## config.mk

```make
export PLATFORM = sky130hd
export DESIGN_NAME = dreq_bridge
export DESIGN_NICKNAME = d
export VERILOG_FILES = /design/src/rtl/dreq_pkg.sv /design/src/rtl/dreq_fifo_mem.sv /design/src/rtl/dreq_host_regs.sv /design/src/rtl/dreq_dma_chan.sv /design/src/rtl/dreq_bridge.sv
export SDC_FILE = /design/constraint.sdc
export NUM_CORES = 1
export LEC_CHECK = 0
export BUFFER_PORTS_ARGS = -buffer_cell sky130_fd_sc_hd__buf_4
export CORE_UTILIZATION = 50
export DETAILED_ROUTE_END_ITERATION = 7
export HOLD_SLACK_MARGIN = 0.06
export PLACE_DENSITY_LB_ADDON = 0.2
export RECOVER_POWER = 25
export SLEW_MARGIN = 20
export SYNTH_ARGS = -nofsm -noshare
export SYNTH_HDL_FRONTEND = slang
export SYNTH_SLANG_ARGS = --single-unit
```

## constraint.sdc

```tcl
create_clock -name clk -period 6.35 [get_ports clk]
set_input_delay 0.9525 -clock clk [delete_from_list [all_inputs] [get_ports clk]]
set_output_delay 0.9525 -clock clk [all_outputs]
set_load 0.005 [all_outputs]
```

## src/rtl/dreq_pkg.sv

```systemverilog
package dreq_pkg;
  typedef enum logic {ST_IDLE, ST_MOVE} burst_st_e;
  localparam logic [1:0] H_CTRL = 2'd0;
  localparam logic [1:0] H_LEN  = 2'd1;
  localparam logic [1:0] H_DATA = 2'd2;
  localparam logic [1:0] C_DST  = 2'd0;
  localparam logic [1:0] C_CNT  = 2'd1;
  localparam logic [1:0] C_MODE = 2'd2;
  localparam logic [1:0] C_EN   = 2'd3;
  localparam logic [1:0] MODE_RUN = 2'b01;
endpackage

```

## src/rtl/dreq_fifo_mem.sv

```systemverilog
module dreq_fifo_mem #(
  parameter int DW = 16,
  parameter int DEPTH = 4,
  localparam int IW = (DEPTH > 1) ? $clog2(DEPTH) : 1
) (
  input  logic          clk,
  input  logic          we,
  input  logic [IW-1:0] waddr,
  input  logic [DW-1:0] wdata,
  input  logic [IW-1:0] raddr,
  output logic [DW-1:0] rdata
);
  logic [DW-1:0] mem [DEPTH];

  always_ff @(posedge clk) begin
    if (we) mem[waddr] <= wdata;
  end

  assign rdata = mem[raddr];
endmodule

```

## src/rtl/dreq_host_regs.sv

```systemverilog
module dreq_host_regs #(
  parameter int LW = 16
) (
  input  logic          clk,
  input  logic          rst,
  input  logic          we,
  input  logic [1:0]    sel,
  input  logic [15:0]   wdata,
  input  logic          step,
  input  logic          finish,
  output logic          start,
  output logic          rv,
  output logic [LW-1:0] len
);
  import dreq_pkg::*;

  always_ff @(posedge clk) begin
    if (rst) begin
      start <= 1'b0;
      rv    <= 1'b0;
      len   <= '0;
    end else begin
      if (we && sel == H_CTRL) begin
        start <= wdata[0];
        rv    <= wdata[1];
      end else if (finish && len == '0) begin
        start <= 1'b0;
      end
      if (we && sel == H_LEN) len <= {wdata[LW-1:2], 2'b00};
      else if (step && len != '0) len <= len - 1'b1;
    end
  end

  a_r7_start_off: assert property (@(posedge clk) disable iff (rst)
    (finish && len == '0 && !we) |=> !start);
endmodule

```

## src/rtl/dreq_dma_chan.sv

```systemverilog
module dreq_dma_chan #(
  parameter int AW = 32,
  parameter int CW = 24
) (
  input  logic          clk,
  input  logic          rst,
  input  logic          we,
  input  logic [1:0]    sel,
  input  logic [31:0]   wdata,
  input  logic          step,
  input  logic          set_end,
  output logic          ctl_we,
  output logic [AW-1:0] dst,
  output logic [CW-1:0] cnt,
  output logic [1:0]    mode,
  output logic          master
);
  import dreq_pkg::*;

  assign ctl_we = we && (sel == C_MODE || sel == C_EN);

  always_ff @(posedge clk) begin
    if (rst) begin
      dst    <= '0;
      cnt    <= '0;
      mode   <= '0;
      master <= 1'b0;
    end else if (we) begin
      case (sel)
        C_DST:   dst    <= wdata[AW-1:0];
        C_CNT:   cnt    <= wdata[CW-1:0];
        C_MODE:  mode   <= wdata[1:0];
        default: master <= wdata[0];
      endcase
    end else begin
      if (step) begin
        dst <= dst + AW'(2);
        cnt <= cnt - 1'b1;
      end
      if (set_end) mode[1] <= 1'b1;
    end
  end

  a_r6_word_step: assert property (@(posedge clk) disable iff (rst)
    step |=> (dst == $past(dst) + AW'(2)) && (cnt == $past(cnt) - 1'b1));
  a_r7_end_flag: assert property (@(posedge clk) disable iff (rst)
    set_end |=> mode[1]);
endmodule

```

## src/rtl/dreq_bridge.sv

```systemverilog
module dreq_bridge #(
  parameter int DW = 16,
  parameter int DEPTH = 4,
  parameter int BURST = 4,
  parameter int AW = 32,
  parameter int CW = 24,
  parameter int LW = 16
) (
  input  logic          clk,
  input  logic          rst,
  input  logic          host_wr,
  input  logic [1:0]    host_sel,
  input  logic [15:0]   host_wdata,
  input  logic          cfg_wr,
  input  logic [1:0]    cfg_sel,
  input  logic [31:0]   cfg_wdata,
  input  logic          wr_ready,
  output logic          busy,
  output logic          host_start,
  output logic          host_rv,
  output logic          fifo_full,
  output logic [LW-1:0] host_len,
  output logic [AW-1:0] dma_dst,
  output logic [CW-1:0] dma_cnt,
  output logic [1:0]    chan_mode,
  output logic          dma_master,
  output logic          wr_valid,
  output logic [AW-1:0] wr_addr,
  output logic [DW-1:0] wr_data
);
  import dreq_pkg::*;

  localparam int PW = $clog2(DEPTH + 1);
  localparam int IW = (DEPTH > 1) ? $clog2(DEPTH) : 1;

  burst_st_e     state;
  logic [PW-1:0] occ, rd_idx;
  logic          check_q, accept, launch, more, step, finish, ctl_we;

  assign busy   = (state == ST_MOVE) || check_q;
  assign accept = host_wr && !busy && host_sel == H_DATA && host_start
                  && occ < PW'(DEPTH);
  assign launch = (state == ST_IDLE) && check_q && occ != '0
                  && (occ % PW'(BURST)) == '0
                  && chan_mode == MODE_RUN && dma_master;
  assign more   = (state == ST_MOVE) && rd_idx != occ && dma_cnt != '0;
  assign step   = more && wr_ready;
  assign finish = (state == ST_MOVE) && !more;

  assign wr_valid = more;
  assign wr_addr  = dma_dst;

  dreq_fifo_mem #(.DW(DW), .DEPTH(DEPTH)) u_mem (
    .clk(clk), .we(accept), .waddr(occ[IW-1:0]), .wdata(host_wdata[DW-1:0]),
    .raddr(rd_idx[IW-1:0]), .rdata(wr_data)
  );

  dreq_host_regs #(.LW(LW)) u_host (
    .clk(clk), .rst(rst), .we(host_wr && !busy), .sel(host_sel),
    .wdata(host_wdata), .step(step), .finish(finish),
    .start(host_start), .rv(host_rv), .len(host_len)
  );

  dreq_dma_chan #(.AW(AW), .CW(CW)) u_chan (
    .clk(clk), .rst(rst), .we(cfg_wr && !busy), .sel(cfg_sel),
    .wdata(cfg_wdata), .step(step), .set_end(finish && dma_cnt == '0),
    .ctl_we(ctl_we), .dst(dma_dst), .cnt(dma_cnt), .mode(chan_mode),
    .master(dma_master)
  );

  always_ff @(posedge clk) begin
    if (rst) begin
      state     <= ST_IDLE;
      occ       <= '0;
      rd_idx    <= '0;
      check_q   <= 1'b0;
      fifo_full <= 1'b0;
    end else begin
      check_q <= accept || ctl_we;
      if (launch) begin
        state  <= ST_MOVE;
        rd_idx <= '0;
      end else if (finish) begin
        state <= ST_IDLE;
      end else if (step) begin
        rd_idx <= rd_idx + 1'b1;
      end
      if (finish) begin
        occ       <= '0;
        fifo_full <= 1'b0;
      end else if (accept) begin
        occ <= occ + 1'b1;
        if (occ + 1'b1 == PW'(DEPTH)) fifo_full <= 1'b1;
      end
    end
  end

  a_r4_occ_bound: assert property (@(posedge clk) disable iff (rst)
    occ <= PW'(DEPTH));
  a_r8_drain_clear: assert property (@(posedge clk) disable iff (rst)
    finish |=> (occ == '0) && !fifo_full);
  a_r12_stall_hold: assert property (@(posedge clk) disable iff (rst)
    (wr_valid && !wr_ready) |=> wr_valid && $stable(wr_addr) && $stable(wr_data));
  a_r13_busy_freeze: assert property (@(posedge clk) disable iff (rst)
    (busy && !finish && !step) |=> $stable(host_len) && $stable(dma_dst));
endmodule

```

### After elaboration in Yosys (flattened, before gate mapping)

Memories as Yosys holds them, arrays and structs flattened. A register that Yosys moved wholly into a read port is not among the register bits.
Cells that the tools add are included.

| word-level totals | value |
|---|---|
| bits in registers | 86 |
| bits in latches | 0 |
| RAM bits | 64 |
| bits in read-only memories | 0 |
| word-level logic and storage cells | 103 |
| memories kept | 1 |

Memories:

| memory | words | bits a word | rd ports | clocked after Yosys merged registers in | wr ports | RTL line | source |
|---|---|---|---|---|---|---|---|
| u_mem.mem | 4 | 16 | 1 | 1 | 1 | dreq_fifo_mem.sv:13 | `logic [DW-1:0] mem [DEPTH];` |

| operators by class | value |
|---|---|
| add/subtract/negate cells | 5 |
| multiply operators | 0 |
| divide/modulo/power cells | 0 |
| order comparisons | 1 |
| equality and inequality tests | 11 |
| shifts and indexed selects | 0 |
| mux-type cells | 19 |
| bitwise gates (word level) | 3 |
| reduce and logical (&&, ||, !) cells | 49 |

Operators by type and width:

| operator | number |
|---|---|
| 2-to-1 mux 32 bit | 3 |
| 2-to-1 mux 24 bit | 3 |
| adder 32 x 2 -> 32 bit (second input constant) | 1 |
| 2-to-1 mux 16 bit | 2 |
| zero test 24 bit | 1 |
| nonzero test 24 bit | 1 |
| subtractor 24 x 1 -> 24 bit (second input constant) | 1 |
| logical AND 1 bit | 20 |
| zero test 16 bit | 1 |
| nonzero test 16 bit | 1 |
| subtractor 16 x 1 -> 16 bit (second input constant) | 1 |
| AND reduction 2 bit | 7 |
| nonzero test 2 bit | 5 |
| 2-to-1 mux 1 bit | 8 |
| adder 3 x 1 -> 3 bit (second input constant) | 2 |
| equality test 2 x 1 -> 1 bit (second input constant) | 3 |
| equality test 2 bit (second input constant) | 3 |
| 2-to-1 mux 2 bit | 3 |
| != test 2 bit (second input constant) | 3 |
| OR reduction 2 bit | 3 |
| zero test 2 bit | 2 |
| equality test 3 bit (second input constant) | 1 |
| zero test 3 bit | 1 |
| logical OR 1 bit | 3 |
| 6 further kinds | 9 |

### Longest topological paths before layout

| logic depth | value |
|---|---|
| depth after elaboration | 9 |
| gate-level depth with buffers | 9 |
| gate-level depth less buffers | 7 |

### Modules after synthesis

From an unflattened synthesis, not the netlist that was laid out.

| second synthesis, totals | value |
|---|---|
| cell total of the unflattened synthesis | 778 |
| area total of the unflattened synthesis | 7852.5 sq um |

By module, submodules not included:

| module | instances | cells an instance | area each (sq um) | sequential area each (sq um) |
|---|---|---|---|---|
| dreq_dma_chan | 1 | 457 | 3548.4 | 1181.1 |
| dreq_fifo_mem | 1 | 88 | 2377.3 | 1921.8 |
| dreq_host_regs | 1 | 137 | 1104.8 | 360.3 |
| dreq_bridge | 1 | 96 | 822.0 | 180.2 |

### Worst setup path after synthesis

OpenSTA, ideal clock, no wires.

| timing | value |
|---|---|
| path kind | reg2out |
| from | register with a tool-made name |
| to | output port wr_data[10] |
| arrival time | 1789 ps |
| data required time | 5398 ps |
| slack | 3608 ps |
| stages on the path, launching flop included | 4 |
| buffers on the path | 2 |
| cell sequence | dfxtp_1 -> clkbuf_1 -> buf_1 -> mux4_2 |

RTL lines:

| element | RTL line | source |
|---|---|---|
| to (decl) | dreq_bridge.sv:29 | `output logic [DW-1:0] wr_data` |

### Final worst setup path

| timing | value |
|---|---|
| from | register u_chan.cnt[19] |
| to | output port wr_valid |

| on the way | value |
|---|---|
| word-level cells in the longest chain between the ends | 2 |

Ends and longest elaborated chain:

| element | RTL line | source |
|---|---|---|
| from (decl) | dreq_dma_chan.sv:14 | `output logic [CW-1:0] cnt,` |
| from (signal assigned) | dreq_dma_chan.sv:31 | `C_CNT: cnt <= wdata[CW-1:0];` |
| from (signal assigned) | dreq_dma_chan.sv:38 | `cnt <= cnt - 1'b1;` |
| nonzero test 24 bit | dreq_bridge.sv:46 | `assign more = (state == ST_MOVE) && rd_idx != occ && dma_cnt != '0;` |
| logical AND 1 bit | dreq_bridge.sv:46 |  |
| to (decl) | dreq_bridge.sv:27 | `output logic wr_valid,` |

No other way between the ends.

==> metrics.log <==
INFO  metric clock_sinks = 152
INFO  metric hold_ws = 0.486 ns
INFO  metric design.core.area = 15900 µm²
INFO  metric filler_cells_inserted = 1401
INFO  metric achievable-frequency = 266 MHz
INFO  metric io_buffer_count = 184
INFO  metric holdCritPathClass = flip-flop to flip-flop
INFO  metric cts_root_buf = sky130_fd_sc_hd__clkbuf_16
INFO  metric cts_inserted_buffers = 17
INFO  metric cts-htree-levels = 4
INFO  metric final.min_clock_period = 3.75 ns
INFO  metric globalRoute.totalOverflow = 0
INFO  metric layout-drive-gt1-share = 0.261
INFO  metric pwr_density_cell = 238 nW/µm²
INFO  metric synth.cell_area = 8180 µm²
INFO  metric die_width = 130 µm
INFO  metric num_vias = 7366
INFO  metric n_antenna_cell = 0
INFO  metric synthCells = 840
INFO  metric post-route-util = 0.620
INFO  metric cts.repair.resized = 0
INFO  metric cp_endpoint_kind = output pin
INFO  metric post-place-ws = 2.72 ns
INFO  metric postCtsHoldBufs = 0
INFO  metric grt_max_degree = 77
INFO  metric drtAntennaViolNets = 0
INFO  metric total_leakage_power = 3.62 nW
INFO  metric cts_buffer_depth = 2
INFO  metric start_util = 0.513
INFO  metric ys_seq_elements = 152
INFO  metric post_synth.cell_area_avg = 9.74 µm²
INFO  metric syn_nets = 907
INFO  metric design.die.area = 16900 µm²
INFO  metric timing_worst_slew_pin_value = 1.15 ns
INFO  metric grt_pass1_wl = 35.8 mm
INFO  metric drt-vias-per-instance = 6.18
INFO  metric yosysTopAreaCellShare = 0.235
INFO  metric async_flop_share = 0
INFO  metric finalClockSkew = 0.00828 ns
INFO  metric critPathLaunchType = flip-flop
INFO  metric finalSetupViolations = 0
INFO  metric area.growth.synth_to_final = 20.7%
INFO  metric drt_pass1_iterations = 6
INFO  metric setup.worst_path.class = flip-flop to output pin
INFO  metric row_count = 46
INFO  metric multiInputGateArea = 3880 µm²
INFO  metric grt_pass1_vias = 6898
INFO  metric io_pins = 185
INFO  metric seqCellArea = 3680 µm²
INFO  metric gp_congestion = 0.916
INFO  metric clk_latency = 0.44 ns
INFO  metric wire_per_inst = 19.7 µm
INFO  metric synth-edff-count = 64
INFO  metric drc = 0
INFO  metric worstPathMaxFanout = 7
INFO  metric grt_setup_unrepaired = no
INFO  metric clk_transition_reported_paths = 0.06 ns
INFO  metric tritoncts = done
INFO  metric cp.required = 5.40 ns
INFO  metric timing.final.ws_setup = 2.60 ns
INFO  metric nets = 1029
INFO  metric synth.distinct_cells = 85
INFO  metric worst_ep_arrival_time = 2.80 ns
INFO  metric setup_tns_final = 0 ns
INFO  metric initial_antenna_violation_count = 0
INFO  metric synth_warnings = 0
INFO  metric peak_supply_drop = 212 µV
INFO  metric synth.area.top_cells = sky130_fd_sc_hd__edfxtp_1 23%, sky130_fd_sc_hd__dfxtp_1 22%, sky130_fd_sc_hd__mux4_2 4.4%
INFO  metric drt_iter0_drc = 954
INFO  metric place.detailed.hpwl = 16.0 mm
INFO  metric outcome = finished, final reports clean
INFO  metric final_number_of_max_transition_violations = 0
INFO  metric post-route-period-util = 0.591
INFO  metric drt-total-wl = 23.4 mm
INFO  metric hold_violations = 0
INFO  metric slew-limit-headroom = 0.226
INFO  metric grt_usage = 0.276
INFO  metric cap_viol_max_count = 0
INFO  metric post_cts.repair.setup_buffers = 0
INFO  metric netlist.top_cell.by_area = sky130_fd_sc_hd__edfxtp_1
INFO  metric postSynth.topFlopCell = sky130_fd_sc_hd__dfxtp_1
INFO  metric die_height = 130 µm
INFO  metric sequential_area_share_after_synthesis = 0.450
metal layers:
layer  GRT usage  vias to the layer above  wire length [µm]
li1            -                     3455                 -
met1       0.362                     3495              9750
met2       0.455                      374             11100
met3      0.0422                       42              1890
met4       0.114                        0               624
met5           0                        -                 0
area by class of cell:
cell class / count / area share
clock buffers: 18 / 0.0445
clock inverters: 14 / 0.0128
inverters: 20 / 0.00760
multi-input cells: 575 / 0.392
flip-flops and latches: 152 / 0.373
well taps: 216 / 0.0274
repair buffers: 196 / 0.142
Yosys cell counts, types with 13 or more instances:
master                     count
sky130_fd_sc_hd__inv_1        20
sky130_fd_sc_hd__a31oi_1      19
sky130_fd_sc_hd__nand3_1      32
sky130_fd_sc_hd__a22oi_1      14
sky130_fd_sc_hd__a32o_1       16
sky130_fd_sc_hd__nand2_1      94
sky130_fd_sc_hd__clkbuf_1     39
sky130_fd_sc_hd__nand4_1      13
sky130_fd_sc_hd__nor2_1       47
sky130_fd_sc_hd__o32ai_1      27
sky130_fd_sc_hd__a21oi_1      62
sky130_fd_sc_hd__edfxtp_1     64
sky130_fd_sc_hd__buf_4        37
sky130_fd_sc_hd__o21ai_0      17
sky130_fd_sc_hd__mux4_2       16
sky130_fd_sc_hd__nor3_1       25
sky130_fd_sc_hd__dfxtp_1      88
critical path: stages, from the launching register on:
cell                      delay (ns)
sky130_fd_sc_hd__dfxtp_1        0.34
sky130_fd_sc_hd__nor4_1         0.67
sky130_fd_sc_hd__nand4_1        0.48
sky130_fd_sc_hd__o21ai_0        0.55
sky130_fd_sc_hd__inv_1          0.15
sky130_fd_sc_hd__buf_4          0.17
registers in the layout (all words and copies together) (netlist names), 2 cells and up, named ones only:
| signal | flops |
|---|---|
| u_mem.mem | 64 |
| u_chan.dst | 32 |
| u_chan.cnt | 24 |
| u_host.len | 16 |
| occ | 3 |
| rd_idx | 3 |
| u_chan.mode | 2 |
where the power goes:
| part | switching [mW] | internal [mW] | leakage [nW] |
|---|---|---|---|
| logic | 0.200 | 0.128 | 2.06 |
| clock network | 0.445 | 0.525 | 0.270 |
| registers | 0.0244 | 1.03 | 1.29 |
| total | 0.669 | 1.69 | 3.62 |
final timing paths:
check            startpoint              to  slack (ns)  depth (start not counted)
max          u_chan.cnt[19]        wr_valid        2.60                          5
min           u_chan.dst[0]   u_chan.dst[0]        0.49                          2
max reg2reg  u_chan.cnt[19]  u_chan.dst[17]        2.62                          6
min reg2reg   u_chan.dst[0]   u_chan.dst[0]        0.49                          2
stage by stage:
step / total power [mW] / instance area, µm² / std cells
2_1_floorplan: 1.30 / 8180 / 840
3_3_place_gp: 1.40 / 9380 / 1159
3_5_place_dp: 1.40 / 9380 / 1159
4_1_cts: 2.37 / 9940 / 1191
5_1_grt: 2.44 / 9880 / 1191
6_report: 2.36 / 9880 / 1191
logic make-up after synthesis:
logic type      synth area share
compound gates             0.213
flops                      0.450
buf+inv                   0.0766
simple gates               0.184
mux                       0.0503
xor+xnor                  0.0107
fa+ha+maj                 0.0153
layout by cell type, fill, tap and decap left out, types with 7 or more instances in the layout:
master,count
sky130_fd_sc_hd__nor4_1,12
sky130_fd_sc_hd__o32ai_1,27
sky130_fd_sc_hd__a22oi_1,14
sky130_fd_sc_hd__mux4_2,16
sky130_fd_sc_hd__ha_1,10
sky130_fd_sc_hd__a32o_1,16
sky130_fd_sc_hd__a31oi_1,19
sky130_fd_sc_hd__nor2_1,47
sky130_fd_sc_hd__nand4_1,13
sky130_fd_sc_hd__clkbuf_4,20
sky130_fd_sc_hd__and3_1,10
sky130_fd_sc_hd__nor3_1,25
sky130_fd_sc_hd__edfxtp_1,64
sky130_fd_sc_hd__buf_4,159
sky130_fd_sc_hd__o31a_1,7
sky130_fd_sc_hd__clkbuf_16,17
sky130_fd_sc_hd__clkbuf_1,17
sky130_fd_sc_hd__inv_1,20
sky130_fd_sc_hd__dfxtp_1,88
sky130_fd_sc_hd__nand3_1,32
sky130_fd_sc_hd__o21ai_0,17
sky130_fd_sc_hd__o211ai_1,7
sky130_fd_sc_hd__o22ai_1,12
sky130_fd_sc_hd__a21oi_1,62
sky130_fd_sc_hd__nand2_1,94
No activity file was read; power rests on OpenSTA's default activity.
